==> config.mk <==
export PLATFORM = sky130hd
export DESIGN_NAME = qrd_xip_reader
export DESIGN_NICKNAME = d
export VERILOG_FILES = /design/src/rtl/qrd_pkg.sv /design/src/rtl/qrd_edge.sv /design/src/rtl/qrd_shift.sv /design/src/rtl/qrd_stream.sv /design/src/rtl/qrd_xip_reader.sv
export SDC_FILE = /design/constraint.sdc
export NUM_CORES = 1
export LEC_CHECK = 0
export BUFFER_PORTS_ARGS = -buffer_cell sky130_fd_sc_hd__buf_2
export CORE_AREA = 2 2 89 100
export DETAILED_ROUTE_END_ITERATION = 7
export DIE_AREA = 0 0 91 102
export HOLD_SLACK_MARGIN = 0.06
export PLACE_DENSITY = 0.75
export SLEW_MARGIN = 20
export SYNTH_ARGS = -nofsm -noshare
export SYNTH_HDL_FRONTEND = slang
export SYNTH_SLANG_ARGS = --single-unit
==> constraint.sdc <==
create_clock -name clk_i -period 2.5 [get_ports clk_i]
set_input_delay 0.5 -clock clk_i [delete_from_list [all_inputs] [get_ports clk_i]]
set_output_delay 0.5 -clock clk_i [all_outputs]
set_load 0.05 [all_outputs]
==> src/rtl/qrd_pkg.sv <==
package qrd_pkg;
  typedef enum logic [2:0] {
    ST_IDLE,
    ST_CMD,
    ST_ADDR,
    ST_DUMMY,
    ST_DATA,
    ST_SKIP
  } qrd_state_e;

  localparam int          CNT_W      = 7;
  localparam logic [7:0]  CMD_QOUT   = 8'h6B;
  localparam logic [7:0]  CMD_QIO    = 8'hEB;
  localparam int          CNT_CMD    = 8;
  localparam int          CNT_ADDR   = 32;
  localparam int          CNT_DATA   = 64;
endpackage

==> src/rtl/qrd_edge.sv <==
module qrd_edge #(
  parameter logic RST_VAL = 1'b0
) (
  input  logic clk_i,
  input  logic rst_ni,
  input  logic sig_i,
  output logic rise_o,
  output logic fall_o
);
  logic sig_q;

  always_ff @(posedge clk_i or negedge rst_ni) begin
    if (!rst_ni) sig_q <= RST_VAL;
    else         sig_q <= sig_i;
  end

  assign rise_o = sig_i & ~sig_q;
  assign fall_o = ~sig_i & sig_q;
endmodule

==> src/rtl/qrd_shift.sv <==
module qrd_shift #(
  parameter int SH_W  = 20,
  parameter int CNT_W = 7
) (
  input  logic             clk_i,
  input  logic             rst_ni,
  input  logic             init_i,
  input  logic [CNT_W-1:0] init_cnt_i,
  input  logic             step_i,
  input  logic             quad_i,
  input  logic [3:0]       dq_i,
  output logic [CNT_W-1:0] cnt_o,
  output logic [CNT_W-1:0] cnt_nx_o,
  output logic [SH_W-1:0]  sh_nx_o
);
  logic [SH_W-1:0]  sh_q;
  logic [CNT_W-1:0] cnt_q;

  // upper address bits fall off the top: this is the size mask
  always_comb begin
    if (quad_i) begin
      sh_nx_o  = {sh_q[SH_W-5:0], dq_i};
      cnt_nx_o = cnt_q + CNT_W'(4);
    end else begin
      sh_nx_o  = {sh_q[SH_W-2:0], dq_i[0]};
      cnt_nx_o = cnt_q + CNT_W'(1);
    end
  end

  always_ff @(posedge clk_i or negedge rst_ni) begin
    if (!rst_ni) begin
      sh_q  <= '0;
      cnt_q <= '0;
    end else if (init_i) begin
      sh_q  <= '0;
      cnt_q <= init_cnt_i;
    end else if (step_i) begin
      sh_q  <= sh_nx_o;
      cnt_q <= cnt_nx_o;
    end
  end

  assign cnt_o = cnt_q;
endmodule

==> src/rtl/qrd_stream.sv <==
module qrd_stream #(
  parameter int MEM_AW = 20
) (
  input  logic              clk_i,
  input  logic              rst_ni,
  input  logic              load_i,
  input  logic [MEM_AW-1:0] addr_i,
  input  logic              fall_i,
  input  logic              active_i,
  input  logic              wip_i,
  input  logic [7:0]        mem_data_i,
  output logic [MEM_AW-1:0] mem_addr_o,
  output logic [3:0]        dq_o
);
  logic [MEM_AW-1:0] addr_q;
  logic              lo_next_q;
  logic [3:0]        lo_q;
  logic [3:0]        dq_q;
  logic [7:0]        byte_src;

  assign byte_src = wip_i ? 8'h00 : mem_data_i;

  always_ff @(posedge clk_i or negedge rst_ni) begin
    if (!rst_ni) begin
      addr_q    <= '0;
      lo_next_q <= 1'b0;
      lo_q      <= '0;
      dq_q      <= '0;
    end else if (load_i) begin
      addr_q    <= addr_i;
      lo_next_q <= 1'b0;
    end else if (active_i && fall_i) begin
      if (!lo_next_q) begin
        dq_q      <= byte_src[7:4];
        lo_q      <= byte_src[3:0];
        lo_next_q <= 1'b1;
      end else begin
        dq_q      <= lo_q;
        lo_next_q <= 1'b0;
        addr_q    <= addr_q + MEM_AW'(1);
      end
    end
  end

  assign mem_addr_o = addr_q;
  assign dq_o       = dq_q;
endmodule

==> src/rtl/qrd_xip_reader.sv <==
module qrd_xip_reader
  import qrd_pkg::*;
#(
  parameter int MEM_AW = 20
) (
  input  logic              clk_i,
  input  logic              rst_ni,
  input  logic              cs_ni,
  input  logic              sck_i,
  input  logic [3:0]        dq_i,
  input  logic              wip_i,
  input  logic [7:0]        mem_data_i,
  output logic [MEM_AW-1:0] mem_addr_o,
  output logic [3:0]        dq_o,
  output logic              dq_oe_o
);
  localparam int SH_W = MEM_AW;

  qrd_state_e        st_q;
  logic              quad_q, xip_q, mode_q;
  logic [MEM_AW-1:0] addr_q;
  logic              sck_rise_raw, sck_fall_raw, sck_rise, sck_fall;
  logic              cs_rise, cs_fall;
  logic [CNT_W-1:0]  cnt, cnt_nx;
  logic [SH_W-1:0]   sh_nx;
  logic              shift_step, data_load;

  qrd_edge #(.RST_VAL(1'b0)) u_sck_edge (
    .clk_i(clk_i), .rst_ni(rst_ni), .sig_i(sck_i),
    .rise_o(sck_rise_raw), .fall_o(sck_fall_raw)
  );

  qrd_edge #(.RST_VAL(1'b1)) u_cs_edge (
    .clk_i(clk_i), .rst_ni(rst_ni), .sig_i(cs_ni),
    .rise_o(cs_rise), .fall_o(cs_fall)
  );

  assign sck_rise = sck_rise_raw & ~cs_ni;
  assign sck_fall = sck_fall_raw & ~cs_ni;

  assign shift_step = sck_rise &&
                      (st_q == ST_CMD || st_q == ST_ADDR || st_q == ST_DUMMY);

  // continuation transactions start past the missing command byte
  qrd_shift #(.SH_W(SH_W), .CNT_W(CNT_W)) u_shift (
    .clk_i(clk_i), .rst_ni(rst_ni),
    .init_i(cs_fall),
    .init_cnt_i(xip_q ? CNT_W'(CNT_CMD) : CNT_W'(0)),
    .step_i(shift_step), .quad_i(quad_q), .dq_i(dq_i),
    .cnt_o(cnt), .cnt_nx_o(cnt_nx), .sh_nx_o(sh_nx)
  );

  assign data_load = sck_rise && (st_q == ST_DUMMY) &&
                     (cnt_nx == CNT_W'(CNT_DATA));

  qrd_stream #(.MEM_AW(MEM_AW)) u_stream (
    .clk_i(clk_i), .rst_ni(rst_ni),
    .load_i(data_load), .addr_i(addr_q),
    .fall_i(sck_fall), .active_i(st_q == ST_DATA),
    .wip_i(wip_i), .mem_data_i(mem_data_i),
    .mem_addr_o(mem_addr_o), .dq_o(dq_o)
  );

  always_ff @(posedge clk_i or negedge rst_ni) begin
    if (!rst_ni) begin
      st_q   <= ST_IDLE;
      quad_q <= 1'b0;
      xip_q  <= 1'b0;
      mode_q <= 1'b1;
      addr_q <= '0;
    end else if (cs_rise) begin
      xip_q  <= (st_q == ST_DATA) && !mode_q;
      st_q   <= ST_IDLE;
      quad_q <= 1'b0;
    end else if (cs_fall) begin
      st_q   <= xip_q ? ST_ADDR : ST_CMD;
      quad_q <= xip_q;
      mode_q <= 1'b1;
    end else if (sck_rise) begin
      unique case (st_q)
        ST_CMD: begin
          if (cnt_nx == CNT_W'(CNT_CMD)) begin
            if (sh_nx[7:0] == CMD_QOUT) begin
              st_q <= ST_ADDR;
            end else if (sh_nx[7:0] == CMD_QIO) begin
              st_q   <= ST_ADDR;
              quad_q <= 1'b1;
            end else begin
              st_q <= ST_SKIP;
            end
          end
        end
        ST_ADDR: begin
          if (cnt_nx == CNT_W'(CNT_ADDR)) begin
            addr_q <= sh_nx;
            st_q   <= ST_DUMMY;
            quad_q <= 1'b1;
          end
        end
        ST_DUMMY: begin
          if (cnt == CNT_W'(CNT_ADDR)) mode_q <= dq_i[0];
          if (cnt_nx == CNT_W'(CNT_DATA)) st_q <= ST_DATA;
        end
        default: ;
      endcase
    end
  end

  assign dq_oe_o = (st_q == ST_DATA) && !cs_ni;
endmodule

==> results.md, run 1 <==
* Global route overflow at 0
* Crit path DAT at approximately 2.8 ns
* Share of cells above drive strength 1 at 24.8%
* Yosys warning total at 0
* Clk slew on worst S/H paths at 0.10 ns
* CP cell instances: inv_2, ha_4, nor3b_2, a21oi_1, or3b_4, or3_4, a41oi_2, and3_4, mux2_4
* Post-synthesis sequential area ratio at 47.5%
* Leading area contributor after synthesis: dfrtp_1
* Least-Margin Pin Slew at 0.510 ns
* CTS tree: done
* Psw at roughly 1400 µW
* Violated checks: setup timing
* Hpwl dp at ~6800 µm
* Synth cell types at 55
* CTS Buffer Depth at 2
* Final Setup Violations at 2
* H-tree depth at 3
* Synth Register Bits at 83
* Ys async rst share at 100%
* Flop pwr share at 44.1%
* Synth Net Count at 474
* Pwr dens at around 740 mW/mm²
* Post-synth top area share at 46.3%
* Die H at 102 µm
* VDD IR-drop max at 0.000356 V
* Wirelength per Cell at 15.2 µm
* Port Buffers at 41
* Fin. max-slew vios at 0
* CP Max Fanout at 4
* Status: finished, violations left
* Crit share post-route at 101%
* Via count at between 3000 and 4000
* Switching Fraction at 36.6%
* Post-Place Worst Slack at -0.0569 ns
* Syn Inst Count at 450
* Ports at 42
* Post-route DRC at 0
* Clk_skew at 0.0151 ns
* Number of synthesized flops with an enable pin at 0
* Startpoint Class: flop
* CORE AREA at just over 0.008 mm²
* # fillers at 706
* Crit. End Element: flop
* P_leak at 0.00238 µW
* Row count at 35
* Violation count after the first detailed-route iteration at 147
* Vias in the first global route at 3200
* P_int at 2430 µW
* Initial Utilization at approximately 53%
* Largest net degree at the start of global routing at 52
* Clock Power Share at between 20 and 25%
* Placed cell count at 601
* Slowest cell on crit path: dfrtp_2
* Syn avg cell area at 9.73 µm²
* Worst hold margin at 0.0779 ns
* Maximum clock frequency at 0.397 GHz
* CTS Hold Bufs at 0
* Min setup slack post-route at -0.0206 ns
* # nets final at 532
* DR pass1 iterations at 4
* Width of the chip at 91 µm
* Worst relative slew slack at 65.6%
* First-pass GRT wire length at 15600 µm
* Logic pwr share at 31.3%
* Clk Latency, worst-skew pair at roughly 0.35 ns
* HP Class: primary input to asynchronous set/reset pin
* Antenna violations before repair at 0
* Tmin final at 2.52 ns
* Total CTS buffers at 9
* Number of diodes at 0
* Die area at 0.00928 mm²
* CTS sink count at 83
* Synth Cell Area at 0.00438 mm²
* Area Overhead vs Synth at 18.1%
* Hold violation count in the final report at 0
* Required time worst endpoint at 2.75 ns
* Max cap viols at 0
* Detailed Route WL at ~9500 µm
* Max incr delay on CP at 0.45 ns
* ANT nets after route at 0
* Setup TNS Final at -0.0343 ns
* Critical path class: flop to flop
* Most area-consuming cells after synthesis: dfrtp_1, mux2i_1, nor2_1
* Top_reg_cell synth: dfrtp_1
* Final Non-Filler Cells at 624
* Power Total at roughly 3800 µW
* Placer Congestion at 0.892
* GRT Total Usage at 20.9%
* Root Buffer: clkbuf_8
* Via density at 5.46
* RSZ-0062 raised after global routing: yes
[synth_stat cells, types with 5 or more instances]
| cell type | number |
|---|---|
| xnor2_1 | 9 |
| nor2b_1 | 7 |
| inv_1 | 26 |
| dfrtp_1 | 81 |
| clkbuf_1 | 14 |
| nand3_1 | 13 |
| xor2_1 | 11 |
| nand2_1 | 44 |
| a21oi_1 | 12 |
| nand4_1 | 5 |
| a211oi_1 | 18 |
| mux2_2 | 11 |
| nor2_1 | 51 |
| mux2i_1 | 33 |
| o21ai_0 | 29 |
| ha_1 | 7 |
| nor3_1 | 6 |
| nand3b_1 | 6 |
[worst max-delay path, delay by kind of cell (launching register included)]
family                     cells  cell delay [ns]
and+or+nand+nor                4             1.09
DFF                            1             0.45
muxes                          1             0.30
AOI/OAI and AO/OA              2             0.29
adders and majority gates      1             0.21
buffers and inverters          1             0.08
[flip-flops by register name, indices dropped and copies added, names as in the netlist]
register,flops
u_shift.sh_q,19
u_cs_edge.sig_q,1
u_stream.dq_o,4
addr_q,20
u_sck_edge.sig_q,1
u_stream.lo_q,4
u_shift.cnt_o,7
mode_q,1
xip_q,1
quad_q,1
u_stream.mem_addr_o,20
st_q,3
u_stream.lo_next_q,1
[cell usage in the layout (no fill, tap or decap), types with 4 or more instances in the layout]
| master | Yosys | routed |
|---|---|---|
| a211oi_1 | 18 | 18 |
| a21oi_1 | 12 | 12 |
| a22oi_1 | 4 | 4 |
| a31oi_1 | 4 | 4 |
| buf_2 | 3 | 40 |
| buf_4 | 1 | 27 |
| clkbuf_8 | 0 | 10 |
| dfrtp_1 | 81 | 78 |
| ha_1 | 7 | 4 |
| inv_1 | 26 | 24 |
| mux2_2 | 11 | 9 |
| mux2i_1 | 33 | 33 |
| nand2_1 | 44 | 44 |
| nand3_1 | 13 | 13 |
| nand3b_1 | 6 | 6 |
| nand4_1 | 5 | 5 |
| nor2_1 | 51 | 50 |
| nor2b_1 | 7 | 7 |
| nor3_1 | 6 | 6 |
| o211ai_1 | 4 | 4 |
| o21ai_0 | 29 | 24 |
| o21ai_1 | 3 | 7 |
| xnor2_1 | 9 | 9 |
| xor2_1 | 11 | 11 |
[power by group through the flow]
stage / Sequential (µW) / Clock [µW] / Combinational, µW
2_1_floorplan: 1770 / 0 / 744
3_3_place_gp: 1690 / 0 / 1100
3_5_place_dp: 1710 / 0 / 1130
4_1_cts: 1680 / 968 / 1160
5_1_grt: 1720 / 1030 / 1310
6_report: 1690 / 944 / 1200
[stage by stage]
stage	instance area [µm²]	utilization (%)
final	5170	62.8
after detailed placement	4850	59.0
after CTS	5080	61.8
after floorplan	4430	-
after global placement	4850	59.0
after global routing	5170	62.8
[area by class of cell]
| class | count | area (µm²) | area share, % |
|---|---|---|---|
| inverter | 26 | 97.6 | 1.89 |
| timing repair buffer | 71 | 457 | 8.83 |
| clock buffer | 10 | 138 | 2.66 |
| sequential | 83 | 2080 | 40.3 |
| tap | 111 | 139 | 2.68 |
| multi-input combinational | 317 | 2200 | 42.6 |
| clock inverter | 6 | 55.1 | 1.06 |
[logic make-up (layout without fill, tap and decap cells)]
| kind of cell | Yosys count | count (layout) | synth area share [%] |
|---|---|---|---|
| and+or+nand+nor | 157 | 157 | 18.2 |
| adders and majority gates | 7 | 7 | 2.00 |
| xor gates and xnor gates | 20 | 20 | 4.00 |
| buffers and inverters | 50 | 113 | 5.00 |
| AOI/OAI and AO/OA | 89 | 89 | 13.0 |
| DFF | 83 | 83 | 47.5 |
| muxes | 44 | 44 | 10.4 |
[final timing paths]
| kind | depth (start not counted) | slack, ns | to | startpoint |
|---|---|---|---|---|
| min | 1 | 0.08 | u_stream.mem_addr_o[9] | rst_ni |
| max | 9 | -0.02 | st_q[1] | u_shift.cnt_o[1] |
| max reg2reg | 9 | -0.02 | st_q[1] | u_shift.cnt_o[1] |
| min reg2reg | 2 | 0.48 | u_stream.dq_o[3] | u_stream.dq_o[3] |
| max in group asynchronous | 2 | 1.76 | u_cs_edge.sig_q | rst_ni |
| min in group clk_i | 1 | 0.27 | u_sck_edge.sig_q | sck_i |
[per-layer routing]
layer / vias to the layer above / part of all wire [%] / track usage, %
met2: 80 / 48 / 33.6
met5: - / 0 / 0
li1: 1691 / - / -
met3: 7 / 3.8 / 2.58
met1: 1632 / 47 / 29.3
met4: 0 / 0.86 / 7.81
[timing repair]
item	4_1_cts	5_1_grt
pin swaps	0	5
resized for setup	2	17
gates cloned	0	0
setup buffers	4	3
endpoints found under the setup margin	8	22
(Power assumes the default switching activity.)
==> inputs of run 2 (changes only) <==
- BUFFER_PORTS_ARGS: -buffer_cell sky130_fd_sc_hd__buf_2 -> -buffer_cell sky130_fd_sc_hd__clkbuf_2
==> run 2 against run 1 <==
  * The flow still finishes with violations (setup timing)
  * Sequential cell count did not move
  * Worst setup slack got worse by 0.025 ns
  * Wire length shrank 0.59%
  * Count of clock-buffer cells in the layout unchanged
  * Via count rose by 0.53%
==> results.md, run 2 (synthesis results as in run 1) <==
* Footprint of the multi-input gates at 0.00220 mm²
* Crit path DAT at 2.78 ns
* CTS sink count at 83
* Via count at 3428
* Detailed Route WL at 9430 µm
* Hold violation count in the final report at 0
* Critical path class: flop to flop
* Highest Signal Layer: met4
* Ports at 42
* Initial Utilization at 53.2%
* Area Overhead vs Synth at 17.3%
* CP Max Fanout at 4
* Logic pwr share at 31.6%
* Required time worst endpoint at 2.74 ns
* Die H at 102 µm
* Min setup slack post-route at -0.0457 ns
* HP Class: primary input to asynchronous set/reset pin
* # fillers at 721
* Most frequent cells in the layout: dfrtp_1, nor2_1, nand2_1, clkbuf_2, mux2i_1
* Status: finished, violations left
* Violated checks: setup timing
* Crit share post-route at 102%
* CORE AREA at approximately 0.0082 mm²
* Power Total at 3740 µW
* Largest net degree at the start of global routing at 46
* CTS Buffer Depth at 2
* GRT Total Usage at between 20% and 30%
* Flop pwr share at between 40 and 50%
* Die area at 0.00928 mm²
* Clk slew on worst S/H paths at approximately 0.090 ns
* Met2 Wirelength at ~4400 µm
* M1 wire length at 4550 µm
* Psw at 1370 µW
* Metal3 WL at 363 µm
* Fin. max-slew vios at 0
* Tmin final at 2.55 ns
* Post-route DRC at 0
* Antenna violations before repair at 0
* Clk_skew at 0.0194 ns
* Final core occ at 62.4%
* Least-Margin Pin Slew at 0.566 ns
* Number of diodes at 0
* H-tree depth at 3
* Violation count after the first detailed-route iteration at around 200
* Commonest non-fill, non-tap cell in the layout: dfrtp_1
* CTS tree: done
* P_int at approximately 2400 µW
* DP Area at a little under 0.005 mm²
* Clk Latency, worst-skew pair at 0.35 ns
* R2r startpoint: u_shift.cnt_o[1]
* Seq. cell area at 0.00208 mm²
* Reg2reg path depth at 8
* Post-Place Worst Slack at -0.0133 ns
* First-pass GRT wire length at approximately 16000 µm
* Root Buffer: clkbuf_8
* Worst relative slew slack at 62.3%
* Vias in the first global route at 3309
* Max cap viols at 0
* Row count at 35
* VDD IR-drop max at 0.000405 V
* Reg-to-reg setup timing slack at -0.05 ns
* # nets final at 530
* Maximum clock frequency at 0.393 GHz
* Via density at between 5 and 6
* Hpwl dp at just under 7000 µm
* Pwr dens at 728 mW/mm²
* Wirelength per Cell at ~15 µm
* P_leak at 0.00233 µW
* Total CTS buffers at 9
* Placer Congestion at 0.877
* Port Buffers at slightly above 40
* Share of cells above drive strength 1 at about 25%
* Fin area at 0.00513 mm²
* Crit. End Element: flop
* Width of the chip at 91 µm
* Setup TNS Final at -0.0891 ns
* RSZ-0062 raised after global routing: yes
* DR pass1 iterations at 6
* Clock Power Share at between 20% and 30%
* ANT nets after route at 0
* Reg2reg end: st_q[0]
* Switching Fraction at 36.8%
* Startpoint Class: flop
* Global route overflow at 0
* Final Setup Violations at 2
## run 2: cell count changes in the layout (fill, tap and decap cells not counted), moves of 2 or more
cell,delta
buf_2,-40
clkbuf_2,+40
clkinvlp_4,+3
buf_6,-2
mux2_2,+2
mux2_4,-2
o21ai_1,-2
o21ai_2,+2
## run 2: per-layer routing
layer / vias to the layer above / global-route usage, %
li1: 1695 / -
met1: 1636 / 29.6
met2: 84 / 33.7
met3: 13 / 3.17
met4: 0 / 8.39
met5: - / 0
## run 2: worst max-delay path by stage
| stage | slack (ns) | cells past startpoint | from | endpoint |
|---|---|---|---|---|
| finish | -0.05 | 8 | u_shift.cnt_o[1] | st_q[0] |
| global route | -0.13 | 9 | u_shift.cnt_o[1] | st_q[0] |
| CTS | -0.01 | 8 | u_shift.cnt_o[1] | st_q[0] |
| floorplan | 0.05 | 10 | st_q[0] | u_stream.mem_addr_o[15] |
| global placement | 0.05 | 8 | u_shift.cnt_o[1] | st_q[1] |
| detailed placement | -0.01 | 8 | u_shift.cnt_o[1] | st_q[0] |
## run 2: repair_timing
item | in CTS | in global routing
pin swaps | 1 | 3
gates resized for setup | 2 | 16
setup buffers | 2 | 1
hold buffers | 0 | 0
setup endpoints to repair | 2 | 24
## run 2: cell type report
cell class / instances / share of cell area (%)
clock buffers: 10 / 2.49
clock inverters: 6 / 0.950
flip-flops and latches: 83 / 40.5
inverters: 26 / 1.90
well taps: 111 / 2.70
multi-input cells: 317 / 42.8
repair buffers: 69 / 8.60
## run 2: power groups by stage
stage               Sequential (µW)  Clock (µW)  Combinational (µW)
finish                         1680         876                1180
global route                   1710         958                1290
CTS                            1680         905                1150
detailed placement             1700           0                1140
global placement               1690           0                1110
floorplan                      1770           0                 744
## run 2: critical path: stages, from the launching register on
cell and delay [ns]:
dfrtp_2 0.45, ha_4 0.19, o21ai_2 0.16, xor2_1 0.19
or3b_4 0.40, or3_4 0.34, a41oi_2 0.17, and3_4 0.22
mux2_2 0.32
## run 2: metrics by stage
step / hold slack (ns) / cells
4_1_cts: 0.140 / 621
2_1_floorplan: 0.204 / 450
3_3_place_gp: 0.461 / 603
6_report: 0.130 / 622
5_1_grt: 0.169 / 622
3_5_place_dp: 0.468 / 603
